File: src/rtl/adc1s_pkg.sv
package adc1s_pkg;
  typedef enum logic [1:0] {
    ST_IDLE   = 2'd0,
    ST_SETTLE = 2'd1,
    ST_CONV   = 2'd2
  } adc1s_state_e;
endpackage

File: src/rtl/adc1s_src_sel.sv
module adc1s_src_sel #(
  parameter int N_CH = 10
) (
  input  logic            clk,
  input  logic            rst,
  input  logic            trig_own_sw,
  input  logic            map_own_sw,
  input  logic            sw_start,
  input  logic            cp_start,
  input  logic [N_CH-1:0] sw_chmap,
  input  logic [N_CH-1:0] cp_chmap,
  output logic            start_edge,
  output logic [N_CH-1:0] chmap,
  output logic            map_ok
);
  logic start_sel;
  logic start_prev_q;

  assign start_sel = trig_own_sw ? sw_start : cp_start;

  always_ff @(posedge clk) begin
    if (rst) start_prev_q <= 1'b0;
    else     start_prev_q <= start_sel;
  end

  assign start_edge = start_sel & ~start_prev_q;
  assign chmap      = map_own_sw ? sw_chmap : cp_chmap;
  assign map_ok     = $onehot(chmap);
endmodule

File: src/rtl/adc1s_settle_timer.sv
module adc1s_settle_timer #(
  parameter int SETTLE_CYC = 2
) (
  input  logic clk,
  input  logic rst,
  input  logic run,
  output logic expired
);
  generate
    if (SETTLE_CYC == 0) begin : g_none
      logic unused_in;
      assign unused_in = ^{clk, rst, run};
      assign expired   = 1'b1;
    end else begin : g_cnt
      localparam int CW = (SETTLE_CYC > 1) ? $clog2(SETTLE_CYC) : 1;
      logic [CW-1:0] cnt_q;
      assign expired = (cnt_q == CW'(SETTLE_CYC - 1));
      always_ff @(posedge clk) begin
        if (rst || !run)   cnt_q <= '0;
        else if (!expired) cnt_q <= cnt_q + CW'(1);
      end
    end
  endgenerate
endmodule

File: src/rtl/adc1s_fmt.sv
module adc1s_fmt #(
  parameter int MIN_W = 9,
  localparam int RAW_W = MIN_W + 3
) (
  input  logic [RAW_W-1:0] raw,
  input  logic [1:0]       wcode,
  input  logic             inv,
  output logic [RAW_W-1:0] val
);
  logic [1:0]       drop_bits;
  logic [RAW_W-1:0] scaled;
  logic [RAW_W-1:0] span;

  assign drop_bits = 2'd3 - wcode;
  assign scaled    = raw >> drop_bits;
  assign span      = {RAW_W{1'b1}} >> drop_bits;
  assign val       = inv ? (span ^ scaled) : scaled;
endmodule

File: src/rtl/adc1s_pwr.sv
module adc1s_pwr (
  input  logic       clk,
  input  logic       rst,
  input  logic [1:0] pwr_mode,
  input  logic       busy_next,
  output logic       cv_pwr
);
  always_ff @(posedge clk) begin
    if (rst)              cv_pwr <= 1'b0;
    else if (pwr_mode[1]) cv_pwr <= pwr_mode[0];
    else                  cv_pwr <= busy_next;
  end
endmodule

File: src/rtl/adc_oneshot_ctrl.sv
module adc_oneshot_ctrl
  import adc1s_pkg::*;
#(
  parameter int N_CH       = 10,
  parameter int MIN_W      = 9,
  parameter int SETTLE_CYC = 2,
  localparam int RAW_W     = MIN_W + 3
) (
  input  logic             clk,
  input  logic             rst,
  input  logic             trig_own_sw,
  input  logic             map_own_sw,
  input  logic             sw_start,
  input  logic             cp_start,
  input  logic [N_CH-1:0]  sw_chmap,
  input  logic [N_CH-1:0]  cp_chmap,
  input  logic [1:0]       pwr_mode,
  input  logic [1:0]       width_code,
  input  logic             invert_en,
  output logic             cv_req,
  output logic [N_CH-1:0]  cv_chan,
  output logic             cv_pwr,
  input  logic             cv_ack,
  input  logic [RAW_W-1:0] cv_raw,
  output logic             busy,
  output logic             done,
  output logic [RAW_W-1:0] result
);
  adc1s_state_e     state_q, state_d;
  logic             start_edge;
  logic             map_ok;
  logic [N_CH-1:0]  chmap;
  logic             settle_done;
  logic             accept;
  logic             finish;
  logic [RAW_W-1:0] fmt_val;

  adc1s_src_sel #(.N_CH(N_CH)) u_src (
    .clk(clk), .rst(rst),
    .trig_own_sw(trig_own_sw), .map_own_sw(map_own_sw),
    .sw_start(sw_start), .cp_start(cp_start),
    .sw_chmap(sw_chmap), .cp_chmap(cp_chmap),
    .start_edge(start_edge), .chmap(chmap), .map_ok(map_ok)
  );

  adc1s_settle_timer #(.SETTLE_CYC(SETTLE_CYC)) u_settle (
    .clk(clk), .rst(rst), .run(state_q == ST_SETTLE), .expired(settle_done)
  );

  adc1s_fmt #(.MIN_W(MIN_W)) u_fmt (
    .raw(cv_raw), .wcode(width_code), .inv(invert_en), .val(fmt_val)
  );

  adc1s_pwr u_pwr (
    .clk(clk), .rst(rst), .pwr_mode(pwr_mode),
    .busy_next(state_d != ST_IDLE), .cv_pwr(cv_pwr)
  );

  assign accept = (state_q == ST_IDLE) && start_edge && map_ok;
  assign finish = (state_q == ST_CONV) && cv_ack;

  always_comb begin
    state_d = state_q;
    unique case (state_q)
      ST_IDLE:
        if (accept)
          state_d = (!pwr_mode[1] && (SETTLE_CYC > 0)) ? ST_SETTLE : ST_CONV;
      ST_SETTLE:
        if (settle_done) state_d = ST_CONV;
      ST_CONV:
        if (cv_ack) state_d = ST_IDLE;
      default:
        state_d = ST_IDLE;
    endcase
  end

  always_ff @(posedge clk) begin
    if (rst) begin
      state_q <= ST_IDLE;
      busy    <= 1'b0;
      cv_req  <= 1'b0;
      cv_chan <= '0;
      done    <= 1'b0;
      result  <= '0;
    end else begin
      state_q <= state_d;
      busy    <= (state_d != ST_IDLE);
      cv_req  <= (state_d == ST_CONV);
      if (accept) begin
        cv_chan <= chmap;
        done    <= 1'b0;
      end else if (finish) begin
        done    <= 1'b1;
        result  <= fmt_val;
      end
    end
  end
endmodule

File: config.mk
export PLATFORM = sky130hd
export DESIGN_NAME = adc_oneshot_ctrl
export DESIGN_NICKNAME = d
export VERILOG_FILES = /design/src/rtl/adc1s_pkg.sv /design/src/rtl/adc1s_src_sel.sv /design/src/rtl/adc1s_settle_timer.sv /design/src/rtl/adc1s_fmt.sv /design/src/rtl/adc1s_pwr.sv /design/src/rtl/adc_oneshot_ctrl.sv
export SDC_FILE = /design/constraint.sdc
export NUM_CORES = 1
export LEC_CHECK = 0
export ABC_AREA = 1
export BUFFER_PORTS_ARGS = -buffer_cell sky130_fd_sc_hd__buf_2
export CAP_MARGIN = 20
export CORE_ASPECT_RATIO = 1.5
export CORE_MARGIN = 1.5
export CORE_UTILIZATION = 46
export DETAILED_ROUTE_END_ITERATION = 12
export PLACE_DENSITY = 0.77
export SLEW_MARGIN = 25
export SYNTH_ARGS = -nofsm -noshare
export SYNTH_HDL_FRONTEND = slang
export SYNTH_HIERARCHICAL = 1
export SYNTH_SLANG_ARGS = --single-unit
File: constraint.sdc
create_clock -name clk -period 3.5 [get_ports clk]
set_input_delay 0 -clock clk [delete_from_list [all_inputs] [get_ports clk]]
set_output_delay 0 -clock clk [all_outputs]
set_load 0.1 [all_outputs]
==> impl_metrics.json, run 1 <==
{
  "worstPathMaxFanout": 14,
  "synth_top_area_share_pct": 28.3,
  "syn_area_per_cell_um2": 6.85,
  "period_needed_ns": 3.27,
  "holdWs_ns": 0.0243,
  "final_common_cell": "nand2_1",
  "clkTransAtPathRegs_ns": 0.07,
  "fmax_mhz": 306,
  "drv_slew": 0,
  "power_density_mw_per_mm2": 612,
  "clock_path_buffers": 2,
  "final_layout_size_suffix_gt1_share_pct": 34.1,
  "most-common-layout-cells": "nand2_1, buf_2, inv_1",
  "io_pins": 70,
  "multi_input_area_mm2": 0.00121,
  "critical_path.endpoint_type": "flop",
  "slew_headroom_pct": 57.7,
  "max_slew.worst_pin.slew_ns": 0.634,
  "dp_cells": 419,
  "cts_tree": "yes",
  "vias": 2083,
  "start_kind": "input port",
  "synth.distinct_cells": 26,
  "antenna_left": 0,
  "synth_area_mm2": 0.00212,
  "track_usage_pct": 20.1,
  "core.rowCount": 30,
  "synth_fp_nets": 362,
  "worstSkewPairLatency_ns": 0.28,
  "n_antenna_cell": 0,
  "crit_type": "in2reg",
  "leakagePower_uw": 0.00145,
  "syn_to_final_growth_pct": 25.0,
  "ys_seq_area_share_pct": 28.3,
  "hold_class": "in2reg",
  "antenna_found_initial": 0,
  "hold_viol_final": 0,
  "yosysTopAreaCell": "dfxtp_1",
  "finalNonFillerCells": 429,
  "seqCellArea_um2": 601,
  "routedWlPerCell_um": 10.8,
  "die_area_mm2": 0.00504,
  "globalRouteOverflowTotal": 0,
  "syn_inst": 310,
  "port_buffers": 69,
  "placed_area_mm2": 0.00243,
  "n_fill_cell": 440,
  "synth_seq_cells": 30,
  "drc_errors": 0,
  "setup_ws_ns": 0.228,
  "clock_sinks": 30,
  "die_h_um": 86.2,
  "pre_cts_ws_ns": -0.206,
  "ys_warn_count": 6,
  "final_area_mm2": 0.00265,
  "core_mm2": 0.00447,
  "die_w_um": 58.5,
  "finClkSkew_ns": 0.00677,
  "start_util_pct": 47.5,
  "grt_max_degree": 27,
  "max_cap_viol_count": 0,
  "grt_pass1_vias": 1974,
  "arrival_ns": 3.50,
  "irDropWorstVdd_v": 0.000202,
  "viasPerCell": 4.86,
  "clock-root-buffer": "clkbuf_8",
  "setup_violations": 0,
  "numCtsBuffers": 5,
  "synth_area_leaders": "dfxtp_1, nand2_1, inv_1",
  "hpwlAfterDp_um": 3590,
  "gp_congestion": 0.823,
  "required_ns": 3.73,
  "layout.nets": 432,
  "wl_um": 4620,
  "status": "finished clean",
  "htreeDepth": 2,
  "drt-initial-drc-count": 68,
  "drt_first_pass_iters": 4,
  "post-route-period-util_pct": 93.5,
  "fin_setup_tns_ns": 0,
  "grt_first_pass_wirelength_um": 7910
}
[area by class of cell]
class / count / share of cell area (%)
Tap cell: 48 / 2.26
Sequential cell: 30 / 22.6
Clock inverter: 2 / 2.26
Timing Repair Buffer: 77 / 15.8
Multi-Input combinational cell: 211 / 45.7
Inverter: 55 / 8.16
Clock buffer: 6 / 3.11
[Yosys cell counts (all sizes together)]
cell type  instances
nand3             36
nand3b             2
fa                 6
nor3               1
nor2              30
clkbuf             1
ha                 2
dfxtp             30
o21ai             34
buf               13
a21oi             15
inv               55
xnor2              1
nand2             84
[sequential cells by signal, summed over array words and instances, names as in the netlist]
signal and count:
busy 1, cv_chan 10, cv_req 1, done 1, result 12, state_q 2, u_pwr/cv_pwr 1, u_settle/expired 1
u_src/start_prev_q 1
[cell families (layout without fill, tap and decap cells)]
kind of cell               after synthesis  after routing  share of synthesized area, %
DFF                                     30             30                          28.3
adders and majority gates                8              8                          6.84
and+or+nand+nor                        153            153                          35.8
AOI/OAI and AO/OA                       49             49                          12.3
xor gates and xnor gates                 1              1                         0.413
buffers and inverters                   69            140                          16.4
[path summary, 6_finish.rpt]
path | from | slack, ns | cells after the start | to
worst max-delay path | map_own_sw | 0.23 | 24 | u_pwr/cv_pwr
worst max register to register | state_q[0] | 2.18 | 4 | result[6]
worst min register to register | result[11] | 0.44 | 2 | result[11]
worst min-delay path | cp_start | 0.02 | 3 | u_src/start_prev_q
[per-layer routing]
| layer | global-route usage (%) | up-vias | part of all wire (%) |
|---|---|---|---|
| li1 | - | 1098 | - |
| met1 | 19.2 | 905 | 38 |
| met2 | 38.5 | 70 | 53 |
| met3 | 4.48 | 10 | 5.9 |
| met4 | 10.1 | 0 | 2.5 |
| met5 | 0 | - | 0 |
[critical path, cell delays in order]
cell and delay [ns]:
buf_8 0.13, nand2_1 0.06, o21ai_1 0.06, buf_4 0.14, fa_1 0.49, inv_2 0.04
fa_1 0.50, fa_1 0.49, inv_1 0.07, ha_2 0.17, inv_1 0.05, fa_1 0.47
nand2_1 0.05, inv_1 0.05, nand2_1 0.04, a21oi_1 0.10, nand2_1 0.07, inv_2 0.12
nand3b_1 0.09, nand2_1 0.10, inv_1 0.04, nand2_1 0.06, nor2_1 0.05, nor2_2 0.07
[per-stage QoR]
step	total power, uW	utilization [%]
after floorplan	1050	-
final	1620	59.4
after global placement	1160	54.5
after detailed placement	1170	54.5
after global routing	1730	59.4
after CTS	1600	58.2
[power by group]
group	internal [uW]	switching, uW
Combinational	191	588
Clock	304	129
Sequential	392	21.9
[what timing repair did]
item | in CTS | in global routing
hold buffers | 2 | 0
hold endpoints to repair | 3 | 0
buffers inserted | 0 | 2
resized for setup | 0 | 24
endpoints found under the setup margin | 0 | 13
Note: power is estimated with default switching activity, not from simulation.
==> run 2, diff against run 1 <==
--- a/config.mk
+++ b/config.mk
@@ -5,7 +5,6 @@
 export SDC_FILE = /design/constraint.sdc
 export NUM_CORES = 1
 export LEC_CHECK = 0
-export ABC_AREA = 1
 export BUFFER_PORTS_ARGS = -buffer_cell sky130_fd_sc_hd__buf_2
 export CAP_MARGIN = 20
 export CORE_ASPECT_RATIO = 1.5
==> impl_metrics.json, run 2 <==
{
  "cts_tree": "yes",
  "start_util_pct": 48.7,
  "synth_top_area_share_pct": 28.8,
  "antenna_found_initial": 0,
  "synthArstFlopShare_pct": 0,
  "synth_area_leaders": "dfxtp_1, mux2i_1, nand2b_1",
  "max_cap_viol_count": 0,
  "viasPerCell": 5.15,
  "crit_chain": "buf_12 > mux2_4 > fa_1 > inv_1 > fa_1 > fa_1 > inv_1 > ha_2 > inv_2 > fa_2 > a2111o_1 > a21oi_2 > and4bb_4 > buf_4 > mux2i_1",
  "wl_met3_um": 199,
  "leakagePower_uw": 0.00122,
  "grt_pass1_vias": 1634,
  "final_common_cell": "buf_2",
  "antenna_left": 0,
  "vias": 1654,
  "top_regs": "result: 12 flops, cv_chan: 10 flops, state_q: 2 flops",
  "synth.area.mux_share_pct": 26.8,
  "crit_slowest_cell": "fa_1",
  "drc_errors": 0,
  "hold_depth": 3,
  "hold_viol_final": 0,
  "r2r_cells": 2,
  "n_antenna_cell": 0,
  "worstPathMaxFanout": 7,
  "drv_slew": 0,
  "slowest_delay_ns": 0.57,
  "htreeDepth": 2,
  "slew_headroom_pct": 51.0,
  "critical_path.endpoint_type": "flop",
  "die_w_um": 58.0,
  "crit_type": "in2reg",
  "synth_top_family_by_area": "multiplexers",
  "ys.flop_type": "dfxtp_1",
  "core.rowCount": 29,
  "drt-initial-drc-count": 49,
  "yosysMostFrequentCell": "nand2b_1",
  "synth_compound_area_share_pct": 4.02,
  "most-common-layout-cells": "buf_2, nand2b_1, mux2i_1",
  "dr_wl_met2_um": 2330,
  "gp_congestion": 0.722,
  "placed_area_mm2": 0.00239,
  "grt_first_pass_wirelength_um": 6950,
  "dp_cells": 306,
  "drt_first_pass_iters": 6,
  "numCtsBuffers": 5,
  "die_area_mm2": 0.00496,
  "routedWlPerCell_um": 13.0,
  "clkTransAtPathRegs_ns": 0.06,
  "clock_sinks": 30,
  "period_needed_ns": 3.46,
  "yosysTopAreaCell": "dfxtp_1",
  "syn_inst": 202,
  "port_buffers": 69,
  "clock_path_buffers": 2,
  "irDropWorstVdd_v": 0.000188,
  "final_area_mm2": 0.00261,
  "wl_um": 4180,
  "start_kind": "input port",
  "hpwlAfterDp_um": 3030,
  "required_ns": 3.70,
  "fin_setup_tns_ns": 0,
  "hold_start": "pwr_mode[1]",
  "synth_commonest_cells": "nand2b_1, mux2i_1, dfxtp_1, inv_1, xor2_1",
  "post-route-period-util_pct": 98.8,
  "synth_fp_nets": 254,
  "finalNonFillerCells": 321,
  "clock-root-buffer": "clkbuf_8",
  "hold_class": "in2reg",
  "ys_warn_count": 6,
  "routed.top_layer": "met4",
  "track_usage_pct": 18.0,
  "status": "finished clean",
  "max_slew.worst_pin.slew_ns": 0.735,
  "power_density_mw_per_mm2": 484,
  "rr_startpoint": "state_q[1]",
  "synth-simple-area-share_pct": 19.5,
  "syn_to_final_growth_pct": 25.3,
  "setup_violations": 0,
  "fmax_mhz": 289,
  "worst_path_most_repeated_cell": "fa_1",
  "top_register": "result",
  "largest_register_ffs": 12,
  "finClkSkew_ns": 0.00403,
  "globalRouteOverflowTotal": 0,
  "synth-edff-count": 0,
  "synth_seq_cells": 30,
  "rsz0062_at_grt": "yes",
  "die_h_um": 85.5,
  "io_pins": 70,
  "synth_area_mm2": 0.00209,
  "core_mm2": 0.00428,
  "grt_max_degree": 54,
  "wl_met1_um": 1550,
  "synth-xor-area-share_pct": 5.04,
  "final_layout_size_suffix_gt1_share_pct": 37.8,
  "worstSkewPairLatency_ns": 0.28,
  "syn_area_per_cell_um2": 10.3,
  "ys_seq_area_share_pct": 28.8,
  "layout.nets": 327,
  "arrival_ns": 3.66,
  "cp-startpoint": "map_own_sw",
  "holdWs_ns": 0.00867,
  "synthAdderAreaFrac_pct": 6.96,
  "synth.distinct_cells": 35
}
## run 2: final cells by class
type                    instances  area [um^2]
well taps                      46         57.6
repair buffers                 80          467
fillers                       391         1670
clock inverters                 1         30.0
clock buffers                   6         82.6
flip-flops and latches         30          601
inverters                      14         52.6
multi-input cells             144         1320
## run 2: power by group
part | switching, uW | internal (uW) | total (uW)
clock network | 127 | 227 | 354
registers | 13.3 | 367 | 380
logic | 328 | 202 | 530
## run 2: routing by layer
layer	track usage (%)	up-vias
li1	-	817
met1	17.7	776
met2	34.0	53
met3	3.66	8
met4	9.30	0
met5	0	-
## run 2: critical path: cells and delay by family
kind                     cells  cell delay (ns)
AO/OA/AOI/OAI                2             0.45
multiplexers                 2             0.51
AND/OR/NAND/NOR              1             0.31
adder cells (fa/ha/maj)      5             1.98
buffers and inverters        5             0.41
## run 2: logic make-up (layout without fill, tap and decap cells)
group	count (synthesis)	in the layout
AO/OA/AOI/OAI	11	11
XOR/XNOR	12	12
adder cells (fa/ha/maj)	8	8
buffers and inverters	28	101
flip-flops	30	30
multiplexers	51	51
AND/OR/NAND/NOR	62	62
## run 2: through the flow
stage               util [%]  total power [uW]  worst slack (ns)
floorplan                  -               798           -0.0882
global placement        55.9               873            -0.260
detailed placement      55.9               883            -0.364
CTS                     60.3              1260            0.0141
global route            61.0              1340           -0.0679
finish                  61.0              1260            0.0406
## run 2: what timing repair did
| action | 4_1_cts | 5_1_grt |
|---|---|---|
| endpoints found under the setup margin | 13 | 14 |
| gates resized for setup | 3 | 5 |
| hold endpoints to repair | 2 | 0 |
| hold buffers | 3 | 0 |
| pin swaps | 2 | 2 |
| buffers inserted | 3 | 2 |
## run 2: final timing paths
path / to / slack (ns)
worst max-delay path: cv_chan[1] / 0.04
worst min-delay path: u_pwr/cv_pwr / 0.009
worst max register to register: result[11] / 2.06
worst min register to register: done / 0.46
